**config.mk**
```make
export PLATFORM = sky130hd
export DESIGN_NAME = hole_decoder
export DESIGN_NICKNAME = d
export VERILOG_FILES = /design/src/rtl/hole_pkg.sv /design/src/rtl/hole_ctrl.sv /design/src/rtl/hole_data.sv /design/src/rtl/hole_decoder.sv
export SDC_FILE = /design/constraint.sdc
export NUM_CORES = 1
export LEC_CHECK = 0
export ABC_CLOCK_PERIOD_IN_PS = 3800
export BUFFER_PORTS_ARGS = -buffer_cell sky130_fd_sc_hd__buf_2
export CAP_MARGIN = 25
export CORE_MARGIN = 3
export CORE_UTILIZATION = 25
export DETAILED_ROUTE_END_ITERATION = 8
export GPL_ROUTABILITY_DRIVEN = 0
export HOLD_SLACK_MARGIN = 0.12
export PLACE_DENSITY = 0.57
export SYNTH_ARGS = -nofsm -noshare
export SYNTH_HDL_FRONTEND = slang
export SYNTH_HIERARCHICAL = 1
export SYNTH_SLANG_ARGS = --single-unit
```
**constraint.sdc**
```tcl
create_clock -name clk -period 3.8 [get_ports clk]
set_clock_uncertainty 0.2 [all_clocks]
set_input_delay 0.38 -clock clk [delete_from_list [all_inputs] [get_ports clk]]
set_output_delay 0.38 -clock clk [all_outputs]
set_load 0.005 [all_outputs]
```
**src/rtl/hole_pkg.sv**
```systemverilog
package hole_pkg;

  // Strobes passed from the control decode to the datapath
  typedef struct packed {
    logic ram;
    logic video;
    logic bootRom;
    logic optRom;
    logic io;
    logic remap;   // RAM access goes through the above-top window
    logic portRd;  // read of a shadow-control port
  } hole_strobe_t;

endpackage

```
**src/rtl/hole_ctrl.sv**
```systemverilog
module hole_ctrl
  import hole_pkg::*;
#(
  parameter int ADDR_W        = 24,
  parameter int DATA_W        = 8,
  parameter int IO_W          = 16,
  parameter int BLK_SHIFT     = 15,
  parameter int VID_LO        = 'hA0000,
  parameter int ROM_LO        = 'hC0000,
  parameter int BOOT_LO       = 'hF0000,
  parameter int HOLE_HI       = 'h100000,
  parameter int REMAP_SIZE    = 'h20000,
  parameter int REMAP_MAX_BLK = 128,
  parameter int CTRL_PORT     = 'hE0,
  localparam int TOP_W        = ADDR_W - 16,
  localparam int NUM_BLK      = (HOLE_HI - ROM_LO) >> BLK_SHIFT
) (
  input  logic              clk,
  input  logic              rstN,
  input  logic              req,
  input  logic              wr,
  input  logic              isIo,
  input  logic [ADDR_W-1:0] addr,
  input  logic [DATA_W-1:0] wdata,
  input  logic [TOP_W-1:0]  ramTopBlk,
  output hole_strobe_t      strb,
  output logic [DATA_W-1:0] portData
);

  localparam int BLK_W = (NUM_BLK > 1) ? $clog2(NUM_BLK) : 1;

  logic [NUM_BLK-1:0] shadowEn;
  logic [NUM_BLK-1:0] writeEn;
  logic [NUM_BLK-1:0] blkHit;
  logic [NUM_BLK-1:0] bootMask;
  logic [ADDR_W-1:0]  romOffset;
  logic [BLK_W-1:0]   blkIdx;
  logic               inRom;
  logic               blkShadow;
  logic               blkWrite;
  logic               blkBoot;
  logic [IO_W-1:0]    ioPort;
  logic               portHit0;
  logic               portHit1;
  logic [ADDR_W-1:0]  ramTop;
  logic [ADDR_W:0]    remapEnd;
  logic               remapOn;

  // ROM block index decode
  assign inRom     = (addr >= ADDR_W'(ROM_LO)) && (addr < ADDR_W'(HOLE_HI));
  assign romOffset = addr - ADDR_W'(ROM_LO);
  assign blkIdx    = romOffset[BLK_SHIFT +: BLK_W];

  for (genvar k = 0; k < NUM_BLK; k++) begin : g_blk
    localparam bit IS_BOOT = (ROM_LO + (k << BLK_SHIFT)) >= BOOT_LO;
    assign blkHit[k]   = inRom && (blkIdx == BLK_W'(k));
    assign bootMask[k] = IS_BOOT;
  end

  assign blkShadow = |(blkHit & shadowEn);
  assign blkWrite  = |(blkHit & writeEn);
  assign blkBoot   = |(blkHit & bootMask);

  // Shadow-control ports
  assign ioPort   = addr[IO_W-1:0];
  assign portHit0 = (ioPort == IO_W'(CTRL_PORT));
  assign portHit1 = (ioPort == IO_W'(CTRL_PORT + 1));

  always_ff @(posedge clk or negedge rstN) begin
    if (!rstN) begin
      shadowEn <= '0;
      writeEn  <= '0;
    end else if (req && wr && isIo) begin
      if (portHit0) shadowEn <= wdata[NUM_BLK-1:0];
      if (portHit1) writeEn  <= wdata[NUM_BLK-1:0];
    end
  end

  assign portData = portHit1 ? DATA_W'(writeEn) : DATA_W'(shadowEn);

  // Above-top remap window
  assign ramTop   = {ramTopBlk, 16'h0000};
  assign remapEnd = {1'b0, ramTop} + (ADDR_W+1)'(REMAP_SIZE);
  assign remapOn  = (int'(ramTopBlk) <= REMAP_MAX_BLK);

  always_comb begin
    strb = '0;
    if (req) begin
      if (isIo) begin
        if (portHit0 || portHit1) strb.portRd = !wr;
        else                      strb.io     = 1'b1;
      end else if (addr < ADDR_W'(VID_LO)) begin
        strb.ram = 1'b1;
      end else if (addr < ADDR_W'(ROM_LO)) begin
        strb.video = 1'b1;
      end else if (inRom) begin
        if (wr)             strb.ram     = blkWrite;
        else if (blkShadow) strb.ram     = 1'b1;
        else if (blkBoot)   strb.bootRom = 1'b1;
        else                strb.optRom  = 1'b1;
      end else if (addr < ramTop) begin
        strb.ram = 1'b1;
      end else if (remapOn && ({1'b0, addr} < remapEnd)) begin
        strb.ram   = 1'b1;
        strb.remap = 1'b1;
      end
    end
  end

endmodule

```
**src/rtl/hole_data.sv**
```systemverilog
module hole_data
  import hole_pkg::*;
#(
  parameter int ADDR_W     = 24,
  parameter int DATA_W     = 8,
  parameter int REMAP_BASE = 'hA0000,
  localparam int TOP_W     = ADDR_W - 16
) (
  input  hole_strobe_t      strb,
  input  logic [ADDR_W-1:0] addr,
  input  logic [TOP_W-1:0]  ramTopBlk,
  input  logic [DATA_W-1:0] portData,
  input  logic [DATA_W-1:0] ramRdata,
  input  logic [DATA_W-1:0] vidRdata,
  input  logic [DATA_W-1:0] bootRdata,
  input  logic [DATA_W-1:0] optRdata,
  input  logic [DATA_W-1:0] ioRdata,
  output logic              selRam,
  output logic              selVideo,
  output logic              selBootRom,
  output logic              selOptRom,
  output logic              selIo,
  output logic [ADDR_W-1:0] ramAddr,
  output logic [DATA_W-1:0] rdData
);

  logic [ADDR_W-1:0] ramTop;
  logic [ADDR_W-1:0] winOffset;

  assign ramTop    = {ramTopBlk, 16'h0000};
  assign winOffset = addr - ramTop;
  assign ramAddr   = strb.remap ? (ADDR_W'(REMAP_BASE) + winOffset) : addr;

  assign selRam     = strb.ram;
  assign selVideo   = strb.video;
  assign selBootRom = strb.bootRom;
  assign selOptRom  = strb.optRom;
  assign selIo      = strb.io;

  always_comb begin
    if (strb.ram)          rdData = ramRdata;
    else if (strb.video)   rdData = vidRdata;
    else if (strb.bootRom) rdData = bootRdata;
    else if (strb.optRom)  rdData = optRdata;
    else if (strb.io)      rdData = ioRdata;
    else if (strb.portRd)  rdData = portData;
    else                   rdData = '1;
  end

endmodule

```
**src/rtl/hole_decoder.sv**
```systemverilog
module hole_decoder
  import hole_pkg::*;
#(
  parameter int ADDR_W = 24,
  parameter int DATA_W = 8,
  localparam int TOP_W = ADDR_W - 16
) (
  input  logic              clk,
  input  logic              rstN,
  input  logic              req,
  input  logic              wr,
  input  logic              isIo,
  input  logic [ADDR_W-1:0] addr,
  input  logic [DATA_W-1:0] wdata,
  input  logic [TOP_W-1:0]  ramTopBlk,
  input  logic [DATA_W-1:0] ramRdata,
  input  logic [DATA_W-1:0] vidRdata,
  input  logic [DATA_W-1:0] bootRdata,
  input  logic [DATA_W-1:0] optRdata,
  input  logic [DATA_W-1:0] ioRdata,
  output logic              selRam,
  output logic              selVideo,
  output logic              selBootRom,
  output logic              selOptRom,
  output logic              selIo,
  output logic [ADDR_W-1:0] ramAddr,
  output logic [DATA_W-1:0] rdData
);

  hole_strobe_t      strb;
  logic [DATA_W-1:0] portData;

  hole_ctrl #(.ADDR_W(ADDR_W), .DATA_W(DATA_W)) ctrl_i (
    .clk(clk), .rstN(rstN), .req(req), .wr(wr), .isIo(isIo),
    .addr(addr), .wdata(wdata), .ramTopBlk(ramTopBlk),
    .strb(strb), .portData(portData)
  );

  hole_data #(.ADDR_W(ADDR_W), .DATA_W(DATA_W)) data_i (
    .strb(strb), .addr(addr), .ramTopBlk(ramTopBlk), .portData(portData),
    .ramRdata(ramRdata), .vidRdata(vidRdata), .bootRdata(bootRdata),
    .optRdata(optRdata), .ioRdata(ioRdata),
    .selRam(selRam), .selVideo(selVideo), .selBootRom(selBootRom),
    .selOptRom(selOptRom), .selIo(selIo),
    .ramAddr(ramAddr), .rdData(rdData)
  );

endmodule

```
Yosys cells after proc, flatten, opt, wreduce, memory -nomap -nowiden
Cells that the tools add are included.

Register bits: 16. Bits of input ports: 85. Output and inout bits: 37. Logic and storage cells: 78.

$add $sub $neg: 4. $lt $le $gt $ge: 7. Equality and inequality tests: 9. Muxes and demuxes: 34. Bitwise logic cells: 2. Reduce and logical (&&, ||, !) cells: 20.

Operators by type and width (number): 8-bit 2-to-1 mux (7); 24-bit by 20-bit less-than comparator with 1-bit output, second input constant (2); 16-bit by 8-bit equality test with 1-bit output, second input constant (2); 24-bit by 18-bit adder with 25-bit output, second input constant (1); 24-bit by 25-bit less-than comparator with 1-bit output (1); 20-bit by 24-bit adder with 24-bit output, first input constant (1); 24-bit by 20-bit greater-or-equal comparator with 1-bit output, second input constant (1); 24-bit by 21-bit less-than comparator with 1-bit output, second input constant (1); 24-bit less-than comparator (1); 24-bit 2-to-1 mux (1); 24-bit subtractor (1); 1-bit 2-to-1 mux (19); 18-bit by 1-bit subtractor with 18-bit output, second input constant (1); 8-bit AND (2); 8-bit OR reduction (2); 3-bit equality test, second input constant (4); 1-bit logical AND (12); 8-bit less-or-equal comparator, second input constant (1); 2-bit 2-to-1 mux (4); 7-bit 2-to-1 mux (1); 3-bit by 2-bit equality test with 1-bit output, second input constant (2); 4-bit 2-to-1 mux (1); 2-bit AND reduction (2); 3-bit by 1-bit equality test with 1-bit output, second input constant (1); 5 further kinds (5).

Depth between registers and ports, before layout
Word-level depth: 18. Mapped depth: 14. Depth with buffers taken out: 14.

Cells and area by module
Netlist, hierarchy kept.

Modules (own cells, without submodules): hole_data (times used 1, cells each 296, area each 2013.2 µm², sequential area each 0.0 µm²); hole_ctrl (times used 1, cells each 145, area each 1519.0 µm², sequential area each 400.4 µm²).

Worst setup path before layout
OpenSTA, ideal clock, no wires.

Path type: input to output. Start: input port ramTopBlk[1]. End: output port ramAddr[14]. Data arrival time: 2.794 ns. Required time: 3.220 ns. Setup slack: 0.426 ns. Stages: 13. Buffers on the path: 2. Cell sequence: ha_1 -> nand3_1 -> nor3_1 -> xnor2_1 -> ha_1 -> nand4_1 -> o21ai_0 -> nor4_1 -> o211ai_1 -> nor2_1 -> clkbuf_1 -> clkbuf_1 -> mux2i_1.

RTL lines: from (decl) (line hole_decoder.sv:15) `input logic [TOP_W-1:0] ramTopBlk,`; to (decl) (line hole_decoder.sv:26) `output logic [ADDR_W-1:0] ramAddr,`.

==> metrics.csv <==
metric,value,unit
Non-Filler Instances,733,
total power,0.871,mW
crit path kind,input pin to primary output,
Clock Path Buffers,2,
Routed WL,10600,µm
GRT Resource Usage Total,12.7,%
Die Height,125,µm
crit path launch,ramTopBlk[1],
NumNets Final,687,
Slew @ Worst Pin,820,ps
"Reg clk slew, reported paths",50,ps
row count,42,
Mapped Cells,441,
final hold violations,0,
largest net degree at the start of global routing,30,
Crit path max-delay family,simple AND/OR/NAND/NOR gates,
Final HPWL DP,8860,µm
synthesized area per cell,8.01,µm²
power density cells,192,nW/µm²
Hold Worst Slack,181,ps
Critical Path RT,3220,ps
"FF+latch count, synth",16,
ratio of cells with drive above 1 in the final layout,37.2,%
Min-Delay Startpoint,wdata[2],
FMAX,279,MHz
Comb pwr share,54.3,%
antenna violations before repair,0,
fin crit share,94.4,%
sw frac,37.0,%
H-tree Lvls,1,
final setup vio count,0,
worst relative slew slack,45.1,%
internal power,0.549,mW
Clk pwr share,26.1,%
core region area,13500,µm²
setup ws final,214,ps
crit end category,primary output,
status,finished clean,
# DRC,0,
clock sink total,16,
CP max stage cell,ha_1,
Syn Std Cell Area,3530,µm²
WL/cell,14.4,µm
Flop pwr share,19.6,%
Via Count,3603,
Die Width,125,µm
PortBufs,121,
Worst setup SP type,input pin,
drt first pass iters,4,
"Remaining Overflow, GRT",0,
Crit path largest cell delay,320,ps
post-synthesis sequential area ratio,11.3,%
ANT cells,0,
worst reg2reg path startpoint,ctrl_i/writeEn[7]$_DFFE_PN0P_,
RSZ-0062 raised after global routing,no,
synth warn,6,
leakage,2.18,nW
Filler Cells Inserted,1427,
# placed instances,721,
Num CTS Buffers,3,
Post-synth EDFFs,0,
Worst-Skew Late Latency,250,ps
Root Driver,clkbuf_16,
Pins Over Slew Limit,0,
critical path data arrival time,3010,ps
worst vdd ir,302,µV
critical path cell sequence,"buf_4, ha_4, nand3_1, nor3_2, xnor2_1, ha_1, nand4_1, o21ai_1, nor4_1, o211ai_1, nor2_2, inv_2, or2_2, mux2_4, xnor2_2, buf_2",
Ports,122,
CTS tree,done,
vias in the first global route,3544,
Fin Setup TNS,0,ps
first-pass GRT wire length,17300,µm
DIE AREA,15600,µm²
ys async rst share,100,%
Initial Util,26.2,%
pre-CTS WS,62.1,ps
Routed Antenna Nets,0,
reported net switching power,0.322,mW
Syn Nets,570,
min Tclk post-route,3590,ps
Area Growth Syn to Fin,28.3,%
max-cap viol count,0,
Via density,4.92,
Yosys cell types,59,
HP Class,input pin to flop,
predominant post-synthesis flop cell,dfrtp_1,
CP Max Fanout,6,
"Buf+Inv Stages, Crit Path",3,
Initial DRC Count,206,
==> cell usage in the layout, fill, tap and decap left out, types with 3 or more instances in the layout <==
cell type	instances
mux2_2	31
mux2_4	9
nand2_1	39
nand2b_1	3
o22ai_1	7
inv_1	44
ha_1	43
a21oi_1	30
dfrtp_1	16
nor2b_1	5
nor2_1	13
o211ai_1	5
xnor2_1	17
a211o_1	3
mux2i_1	15
o21bai_1	4
nor3_1	4
or3_1	4
o221ai_1	3
buf_2	119
nand4_1	8
a211oi_1	4
xor2_1	7
and3_1	5
nand3_1	7
clkbuf_16	4
o21a_1	3
buf_4	15
nor3_2	3
a21o_1	4
o21ai_0	37
==> per-layer routing <==
layer,global-route usage [%],up-vias,routed length (µm)
li1,-,1826,-
met1,16.3,1677,4900
met2,23.3,94,5180
met3,1.97,6,440
met4,0.957,0,55
met5,0,-,0
==> through the flow <==
stage	cell area [µm²]	util (%)
after floorplan	3530	-
after global placement	4320	32.0
after detailed placement	4320	32.0
after CTS	4410	32.7
after global routing	4530	33.6
final	4530	33.6
==> synth_stat cells (all sizes together) (5+ instances only) <==
master  number  area (µm²)
inv         45         169
ha          44         551
mux2        40         484
nand2       39         146
o21ai       39         195
a21oi       32         168
xnor2       18         165
clkbuf      16        60.1
dfrtp       16         400
mux2i       15         150
nor2        14        52.6
buf         11        78.8
nand4        9        71.3
nand3        8        40.0
nor3         8        56.3
o22ai        7        43.8
xor2         7        61.3
a211oi       5        42.5
and3         5        31.3
nor2b        5        31.3
o211ai       5        37.5
==> cell families (layout without fill, tap and decap cells) <==
kind of cell,count (synthesis),after routing,share of synthesized area [%]
fa+ha+maj,44,44,15.6
simple gates,108,108,17.0
xor+xnor,25,25,6.41
mux,57,57,19.2
buf+inv,72,188,8.71
compound gates,119,119,21.8
flops,16,16,11.3
==> power by group through the flow <==
stage               registers, mW  logic (mW)  clock network (mW)
CTS                         0.171       0.465               0.231
global route                0.170       0.528               0.243
floorplan                   0.174       0.299                   0
global placement            0.174       0.456                   0
finish                      0.171       0.472               0.227
detailed placement          0.174       0.461                   0
==> area by class of cell <==
type | count | area [µm²] | share of cell area [%]
flip-flops and latches | 16 | 400 | 8.83
multi-input cells | 353 | 2860 | 63.1
inverters | 45 | 169 | 3.73
repair buffers | 139 | 795 | 17.5
clock buffers | 4 | 88.8 | 1.96
well taps | 176 | 220 | 4.86
==> registers in the layout, indices dropped and copies added (netlist names) <==
| register | count |
|---|---|
| ctrl_i/shadowEn | 8 |
| ctrl_i/writeEn | 8 |
==> timing repair <==
action | in CTS | in global routing
endpoints found under the setup margin | 0 | 1
setup buffers | 0 | 6
gates resized for setup | 0 | 12
endpoints found under the hold margin | 16 | 0
hold buffers | 1 | 0
==> worst paths after layout <==
path | to | slack (ps) | depth (start not counted)
setup / recovery | ramAddr[23] | 210 | 16
hold / removal | ctrl_i/writeEn[2]$_DFFE_PN0P_ | 180 | 2
setup reg to reg | ctrl_i/writeEn[7]$_DFFE_PN0P_ | 2800 | 1
hold reg to reg | ctrl_i/shadowEn[6]$_DFFE_PN0P_ | 330 | 1
max in group asynchronous | ctrl_i/shadowEn[4]$_DFFE_PN0P_ | 2750 | 2
min in group asynchronous | ctrl_i/shadowEn[2]$_DFFE_PN0P_ | 380 | 2
No activity file was read; power rests on OpenSTA's default activity.
